[src/rtl/ldq_pkg.sv]
package ldq_pkg;

  // Per-slot status carried from each slot to the head multiplexer.
  typedef struct packed {
    logic vld;   // slot holds a load
    logic done;  // load has executed, line address is valid
    logic mark;  // a remote write hit the line since execution
  } slot_flags_t;

endpackage

[src/rtl/ldq_slot.sv]
module ldq_slot
  import ldq_pkg::*;
#(
  parameter int LINE_W = 26
) (
  input  logic              clk,
  input  logic              rst_n,
  input  logic              flush,
  input  logic              alloc_hit,
  input  logic              retire_hit,
  input  logic              exec_sel,
  input  logic [LINE_W-1:0] exec_line,
  input  logic              snoop_valid,
  input  logic [LINE_W-1:0] snoop_line,
  output slot_flags_t       flags
);

  logic [LINE_W-1:0] line_q;
  logic              exec_hit;
  logic              snoop_hit;

  // An execute only lands on a slot that holds a load.
  assign exec_hit = exec_sel && flags.vld;

  // The stored line is compared once executed; a same-cycle execute is
  // compared on its incoming line so the race is not lost.
  assign snoop_hit = snoop_valid && flags.vld &&
                     ((flags.done && (line_q == snoop_line)) ||
                      (exec_hit && (exec_line == snoop_line)));

  always_ff @(posedge clk) begin
    if (!rst_n) begin
      flags  <= '0;
      line_q <= '0;
    end else if (flush || retire_hit) begin
      flags  <= '0;
    end else if (alloc_hit) begin
      flags.vld  <= 1'b1;
      flags.done <= 1'b0;
      flags.mark <= 1'b0;
    end else begin
      if (exec_hit) begin
        flags.done <= 1'b1;
        line_q     <= exec_line;
      end
      if (snoop_hit) begin
        flags.mark <= 1'b1;
      end
    end
  end

endmodule

[src/rtl/ldq_ptrs.sv]
module ldq_ptrs #(
  parameter int DEPTH = 8,
  parameter int IDX_W = 3
) (
  input  logic             clk,
  input  logic             rst_n,
  input  logic             alloc_fire,
  input  logic             retire_fire,
  input  logic             flush_now,
  output logic [IDX_W-1:0] head,
  output logic [IDX_W-1:0] tail,
  output logic             full
);

  localparam int CNT_W = $clog2(DEPTH + 1);

  logic [CNT_W-1:0] count;

  function automatic logic [IDX_W-1:0] step_idx(input logic [IDX_W-1:0] p);
    return (p == IDX_W'(DEPTH - 1)) ? '0 : p + 1'b1;
  endfunction

  assign full = (count == CNT_W'(DEPTH));

  always_ff @(posedge clk) begin
    if (!rst_n) begin
      head  <= '0;
      tail  <= '0;
      count <= '0;
    end else if (flush_now) begin
      // Flushing load and everything younger are gone; refetch reuses head.
      tail  <= head;
      count <= '0;
    end else begin
      if (alloc_fire)  tail <= step_idx(tail);
      if (retire_fire) head <= step_idx(head);
      count <= count + CNT_W'(alloc_fire) - CNT_W'(retire_fire);
    end
  end

endmodule

[src/rtl/ldq_snoop_guard.sv]
module ldq_snoop_guard
  import ldq_pkg::*;
#(
  parameter int DEPTH      = 8,
  parameter int ADDR_W     = 32,
  parameter int LINE_OFS_W = 6,
  localparam int IDX_W     = (DEPTH > 1) ? $clog2(DEPTH) : 1,
  localparam int LINE_W    = ADDR_W - LINE_OFS_W
) (
  input  logic              clk,
  input  logic              rst_n,
  input  logic              alloc_valid,
  output logic              alloc_ready,
  output logic [IDX_W-1:0]  alloc_idx,
  input  logic              exec_valid,
  input  logic [IDX_W-1:0]  exec_idx,
  input  logic [ADDR_W-1:0] exec_addr,
  input  logic              snoop_valid,
  input  logic [ADDR_W-1:0] snoop_addr,
  output logic              retire_valid,
  input  logic              retire_ready,
  output logic              retire_replay,
  output logic [IDX_W-1:0]  retire_idx,
  output logic              flush_req,
  output logic [IDX_W-1:0]  flush_idx
);

  logic [IDX_W-1:0]  head;
  logic [IDX_W-1:0]  tail;
  logic              full;
  logic              alloc_fire;
  logic              retire_fire;
  logic              flush_now;
  logic              head_blocked;
  logic [LINE_W-1:0] exec_line;
  logic [LINE_W-1:0] snoop_line;
  slot_flags_t       slot_flags [DEPTH];
  slot_flags_t       head_flags;
  logic              unused_ofs;

  assign exec_line  = exec_addr[ADDR_W-1:LINE_OFS_W];
  assign snoop_line = snoop_addr[ADDR_W-1:LINE_OFS_W];
  assign unused_ofs = ^{exec_addr[LINE_OFS_W-1:0], snoop_addr[LINE_OFS_W-1:0]};

  assign head_flags    = slot_flags[head];
  assign retire_valid  = head_flags.vld && head_flags.done;
  assign retire_replay = head_flags.mark;
  assign retire_idx    = head;
  assign head_blocked  = retire_valid && head_flags.mark;

  assign alloc_ready = !full && !head_blocked;
  assign alloc_idx   = tail;
  assign alloc_fire  = alloc_valid && alloc_ready;
  assign retire_fire = retire_valid && retire_ready;
  assign flush_now   = retire_fire && retire_replay;

  ldq_ptrs #(
    .DEPTH (DEPTH),
    .IDX_W (IDX_W)
  ) u_ptrs (
    .clk         (clk),
    .rst_n       (rst_n),
    .alloc_fire  (alloc_fire),
    .retire_fire (retire_fire && !retire_replay),
    .flush_now   (flush_now),
    .head        (head),
    .tail        (tail),
    .full        (full)
  );

  for (genvar g = 0; g < DEPTH; g++) begin : g_slot
    ldq_slot #(
      .LINE_W (LINE_W)
    ) u_slot (
      .clk         (clk),
      .rst_n       (rst_n),
      .flush       (flush_now),
      .alloc_hit   (alloc_fire && (tail == IDX_W'(g))),
      .retire_hit  (retire_fire && (head == IDX_W'(g))),
      .exec_sel    (exec_valid && (exec_idx == IDX_W'(g))),
      .exec_line   (exec_line),
      .snoop_valid (snoop_valid),
      .snoop_line  (snoop_line),
      .flags       (slot_flags[g])
    );
  end

  always_ff @(posedge clk) begin
    if (!rst_n) begin
      flush_req <= 1'b0;
      flush_idx <= '0;
    end else begin
      flush_req <= flush_now;
      if (flush_now) flush_idx <= head;
    end
  end

endmodule

[config.mk]
export PLATFORM = sky130hd
export DESIGN_NAME = ldq_snoop_guard
export DESIGN_NICKNAME = d
export VERILOG_FILES = /design/src/rtl/ldq_pkg.sv /design/src/rtl/ldq_slot.sv /design/src/rtl/ldq_ptrs.sv /design/src/rtl/ldq_snoop_guard.sv
export SDC_FILE = /design/constraint.sdc
export NUM_CORES = 1
export LEC_CHECK = 0
export ABC_AREA = 1
export CAP_MARGIN = 20
export CORE_MARGIN = 2
export CORE_UTILIZATION = 45
export CTS_BUF_LIST = sky130_fd_sc_hd__clkbuf_4 sky130_fd_sc_hd__clkbuf_8
export DETAILED_ROUTE_END_ITERATION = 10
export GPL_TIMING_DRIVEN = 1
export HOLD_SLACK_MARGIN = 0.03
export RECOVER_POWER = 50
export REMOVE_ABC_BUFFERS = 1
export SYNTH_ARGS = -nofsm -noshare
export SYNTH_HDL_FRONTEND = slang
export SYNTH_SLANG_ARGS = --single-unit
export TNS_END_PERCENT = 50
[constraint.sdc]
create_clock -name clk -period 4 [get_ports clk]
set_input_delay 1 -clock clk [delete_from_list [all_inputs] [get_ports clk]]
set_output_delay 1 -clock clk [all_outputs]
set_load 0.02 [all_outputs]
## Word-level counts from Yosys, hierarchy flattened

Cells that the tools add are included.

| operators by class | value |
|---|---|
| multiplexer cells | 7 |
| reduce and logical (&&, ||, !) cells | 120 |
| add/subtract/negate cells | 4 |
| order comparisons | 1 |
| equality and inequality tests | 31 |
| bitwise gates (word level) | 19 |

Operators by type and width:

| kind | count |
|---|---|
| $eq 26x26->1 | 9 |
| $logic_and 1x1->1 | 71 |
| $eq 3x3->1 const B | 12 |
| $reduce_and 3->1 | 8 |
| $reduce_or 3->1 | 8 |
| $eq 3x2->1 const B | 6 |
| $mux 3 | 6 |
| $not 1->1 | 18 |
| $reduce_or 2->1 | 9 |
| $logic_or 1x1->1 | 16 |
| $bmux 3 s3 | 1 |
| $eq 3x1->1 const B | 3 |
| $logic_not 3->1 | 3 |
| $add 3x1->3 const B | 2 |
| $add 4x1->4 | 1 |
| $eq 4x4->1 const B | 1 |
| $ge 4x4->1 const B | 1 |
| $not 3->4 | 1 |
| $sub 4x1->4 | 1 |
| $logic_not 1->1 | 3 |
| $reduce_and 2->1 | 1 |
| $reduce_bool 2->1 | 1 |

| storage, ports and cells | value |
|---|---|
| logic and storage cells | 219 |
| input port bits | 73 |
| register bits after elaboration | 246 |
| output and inout port bits | 13 |

## Depth between registers and ports, before layout

| depth | value |
|---|---|
| word-level depth | 12 |
| mapped depth | 16 |
| mapped depth without buffers | 15 |

## Cells and area by module

A second synthesis with hierarchy kept.

| second synthesis, totals | value |
|---|---|
| cells, all modules | 2,966 |
| area total of the unflattened synthesis | 16,908.7 um^2 |

By module, submodules not included:

| module | sequential area each (um^2) | times used | area an instance (um^2) | cells each |
|---|---|---|---|---|
| ldq_slot | 580.6 | 8 | 1,949.4 | 342 |
| ldq_snoop_guard | 80.1 | 1 | 721.9 | 147 |
| ldq_ptrs | 200.2 | 1 | 591.8 | 83 |

## Worst setup path after synthesis

OpenSTA, ideal clock, no wires.

| path | value |
|---|---|
| path kind | register to output |
| start | register u_ptrs.head[0] |
| end | output port alloc_ready |
| path buffers | 2 |
| required time | 3.000 ns |
| arrival | 1.742 ns |
| setup slack | 1.258 ns |
| stages on the path, launching flop included | 9 |
| path through | dfxtp_1 > buf_6 > nand2_1 > nand3_1 > nand2_1 > nand2_1 > nand2_4 > buf_6 > a21boi_0 |

| on the way | value |
|---|---|
| elaborated cells between the ends (all ways) | 8 |
| those cells by class | mux: 3; bitwise: 1; reduce/logical: 4 |

RTL lines:

| item | line | text |
|---|---|---|
| start, declared | ldq_ptrs.sv:10 | `output logic [IDX_W-1:0] head,` |
| start signal, assigned | ldq_ptrs.sv:36 | `if (retire_fire) head <= step_idx(head);` |
| $not 3->4 (implied by the code) | ldq_snoop_guard.sv:45 | `assign head_flags = slot_flags[head];` |
| $bmux 3 s3 | ldq_snoop_guard.sv:45 |  |
| $mux 3 (implied by the code) (2 in a row) | ldq_snoop_guard.sv:45 |  |
| named net retire_replay | ldq_snoop_guard.sv:22 | `output logic retire_replay,` |
| $logic_and 1x1->1 | ldq_snoop_guard.sv:49 | `assign head_blocked = retire_valid && head_flags.mark;` |
| $logic_not 1->1 | ldq_snoop_guard.sv:51 | `assign alloc_ready = !full && !head_blocked;` |
| $logic_and 1x1->1 | ldq_snoop_guard.sv:51 |  |
| end, declared | ldq_snoop_guard.sv:13 | `output logic alloc_ready,` |

The timed path passes the listed nets, and every way through them passes these cells. The select of a mux whose other input is x is not followed.

## Worst setup path in the final report

| path | value |
|---|---|
| start | register u_ptrs.head[0] |
| end | output port alloc_ready |

| on the way | value |
|---|---|
| word-level cells in the longest chain between the ends | 8 |

Ends and longest elaborated chain:

| item | line | text |
|---|---|---|
| $not 3->4 (implied by the code) * | ldq_snoop_guard.sv:45 |  |
| $bmux 3 s3 * | ldq_snoop_guard.sv:45 |  |
| $mux 3 (implied by the code) * (2 in a row) | ldq_snoop_guard.sv:45 |  |
| $logic_and 1x1->1 | ldq_snoop_guard.sv:46 | `assign retire_valid = head_flags.vld && head_flags.done;` |
| $logic_and 1x1->1 * | ldq_snoop_guard.sv:49 |  |
| $logic_not 1->1 * | ldq_snoop_guard.sv:51 |  |
| $logic_and 1x1->1 * | ldq_snoop_guard.sv:51 |  |

Mark *: on every way between the ends. The rest lies on a longest branch, timed or not. The select of a mux whose other input is x is not followed.

==> qor.csv <==
stage,metric,value,unit
status,violated checks,"capacitance limit, slew limit",
cts,TritonCTS clock tree,built,
timing,Fin. Hold Viols,0,
logic_synthesis,Post-synth top cells,"nand2_1, nor2_1, nand3_1",
cts,post-CTS setup buffers,0,
global_routing,grt peak-use layer,met2,
detailed_routing,vias post-DR,14338,
timing,fin crit share,0.940,
logic_synthesis,leading post-synthesis cells by cell area,"dfxtp_1, nand2_1, nand3_1, nor2_1, a21oi_1",
logic_synthesis,synthesized area per cell,6.61,um2
cts,clock root cell,clkbuf_8,
finish,P&R area growth vs syn,10.6,%
logic_synthesis,"count leader, synth",nand2_1,
die,Initial Utilization,0.454,
logic_synthesis,Syn Inst Count,2226,
logic_synthesis,synth unique cells,33,
global_routing,GR Overflow Total,0,
timing,slew margin rel.,-0.170,
die,IO Count,86,
status,status,"complete, but fails checks",
detailed_routing,DRT Wirelength,49800,um
die,die area,34100,um2
flow_run,Max Cap Viol,1,
global_routing,M2 GR Usage,0.468,
die,Rows,66,
global_routing,vias in the first global route,12977,
die,Die Y,185,um
min_path,Tightest Hold Check Type,reg2reg,
finish,ant diodes,0,
logic_synthesis,async set-reset flop share out of synthesis,0,
timing,Worst Clk Skew,0.0177,ns
global_routing,met3 Track Usage GR,0.0427,
timing,final setup violation count,0,
setup_path,CP max FO,16,
detailed_routing,drt via density,5.29,
place,RePlAce Congestion,0.908,
setup_path,worst setup path category,reg2out,
logic_synthesis,Synth Warn #,0,
timing,worst slew pin tran,1.75,ns
cts,clk buf depth,3,
detailed_routing,router iterations before antenna repair,6,
power_and_ir_drop,PwrDens,368,nW/um2
place,DP Area,15400,um2
cts,worst skew pair latency,0.58,ns
timing,fmax,266,MHz
cts,Hold Buf Count CTS,0,
detailed_routing,DRC violations left,0,
timing,Sum Neg Setup Slack,0,ns
setup_path,Startpoint Class,flip-flop,
global_routing,initial antenna violation count,0,
cts,CTS Sinks,246,
global_routing,GR Util met1,0.395,
finish,NumNets Final,2327,
global_routing,first-pass GRT wire length,76700,um
power_and_ir_drop,Peak supply drop,0.000210,V
cts,Inserted Clock Buffers,46,
logic_synthesis,Yosys top cell area share,0.335,
logic_synthesis,register area share after synthesis,0.335,
global_routing,largest net degree at the start of global routing,152,
timing,RSZ-0062 raised after global routing,false,
detailed_routing,WL/cell,18.4,um
timing,Max Slew Vio Count,55,
die,die width,185,um
logic_synthesis,synthesized area,14700,um2
logic_synthesis,Post-synth EDFFs,0,
cts,"Reg clk slew, reported paths",0.06,ns
finish,share of post-route cells with drive strength above 1,0.0727,
setup_path,WP data required,3.00,ns
power_and_ir_drop,leakage power,6.52,nW
detailed_routing,antenna-violating nets left,0,
logic_synthesis,"FF+latch count, synth",246,
logic_synthesis,"Top FF cell, synth",dfxtp_1,
die,area of the core,32400,um2
finish,FILL cells,3442,
global_routing,GRT Total Usage,0.294,
setup_path,critical path endpoint category,primary output,
logic_synthesis,post-synth top area cell,dfxtp_1,
place,HPWL Detailed,33300,um
setup_path,"Arr. time, crit path",2.76,ns
cts,cts repair resizes,0,
cts,H-tree depth,2,
timing,Final min period,3.76,ns
detailed_routing,DR iter-0 viols,1111,
finish,"Design Area, Final",16300,um2
place,# port buffers,73,
[where the power goes]
part           total [mW]  internal (mW)  switching (mW)  leakage, nW
Combinational       0.824          0.268           0.556         4.01
Sequential           2.51           2.48          0.0236         1.98
Clock                2.66           1.52            1.14        0.527
[flip-flops by register name, summed over array words and instances (netlist names)]
name	cells
g_slot.u_slot.flags	24
flush_idx	3
flush_req	1
u_ptrs.tail	3
u_ptrs.count	4
g_slot.u_slot.line_q	208
u_ptrs.head	3
[path summary, 6_finish.rpt]
path / start / to / slack, ns / cells past startpoint
setup reg to reg: u_ptrs.head[0] / g_slot[7].u_slot.line_q[11] / 0.39 / 10
hold / removal: flush_idx[1] / flush_idx[1] / 0.46 / 2
hold reg to reg: flush_idx[1] / flush_idx[1] / 0.46 / 2
setup / recovery: u_ptrs.head[0] / alloc_ready / 0.24 / 8
[area by class of cell]
class                           count  area (um2)  share of cell area
Clock inverter                      3        17.5             0.00108
Sequential cell                   246        4920               0.303
Clock buffer                       78         973              0.0599
Timing Repair Buffer              103        1000              0.0616
Tap cell                          442         553              0.0340
Inverter                          181         679              0.0418
Multi-Input combinational cell   1658        8110               0.499
[placed cells by master, fill, tap and decap left out, drive strengths merged]
| cell | netlist | routed |
|---|---|---|
| dfxtp | 246 | 246 |
| clkbuf | 28 | 84 |
| buf | 113 | 25 |
| o2111ai | 1 | 1 |
| inv | 163 | 163 |
| clkdlybuf4s50 | 0 | 62 |
| nor3 | 14 | 14 |
| nand2 | 551 | 551 |
| nand4 | 48 | 48 |
| clkinvlp | 0 | 1 |
| o22ai | 2 | 2 |
| fa | 1 | 1 |
| a21oi | 241 | 241 |
| dlygate4sd3 | 0 | 10 |
| nor2 | 346 | 346 |
| nand3 | 270 | 270 |
| ha | 17 | 17 |
| xnor2 | 78 | 78 |
| or2 | 24 | 24 |
| nand3b | 3 | 3 |
| xor2 | 32 | 32 |
| clkinv | 18 | 20 |
| a21boi | 3 | 3 |
| o21ai | 27 | 27 |
[stage by stage]
stage | total power [mW] | std cells | utilization | hold WS [ns] | setup slack, ns
floorplan | 3.02 | 2085 | - | 0.432 | 1.23
global placement | 3.37 | 2630 | 0.475 | 0.451 | 0.580
detailed placement | 3.38 | 2630 | 0.475 | 0.454 | 0.571
CTS | 6.01 | 2711 | 0.505 | 0.464 | 0.205
global route | 6.21 | 2711 | 0.502 | 0.490 | 0.0483
finish | 5.99 | 2711 | 0.502 | 0.459 | 0.240
[metal layers]
metal | up-vias | wire [um]
met5 | - | 0
li1 | 7118 | -
met3 | 109 | 3440
met1 | 6580 | 21600
met2 | 531 | 22400
met4 | 0 | 2260
[critical path: stages, from the launching register on]
cell and delay [ns]:
dfxtp_1 0.65, inv_2 0.22, nand2_1 0.10, nand3_1 0.06, nand2_1 0.08, nand2_1 0.09
nand2_4 0.30, a21boi_0 0.14, clkdlybuf4s50_1 0.55
[kinds of logic (layout without fill, tap and decap cells)]
kind of cell | after synthesis | in the layout | synth area share
AO/OA/AOI/OAI | 274 | 274 | 0.0942
XOR/XNOR | 110 | 110 | 0.0655
adder cells (fa/ha/maj) | 18 | 18 | 0.0158
buffers and inverters | 322 | 365 | 0.108
flip-flops | 246 | 246 | 0.335
AND/OR/NAND/NOR | 1256 | 1256 | 0.381
Note: power is estimated with default switching activity, not from simulation.
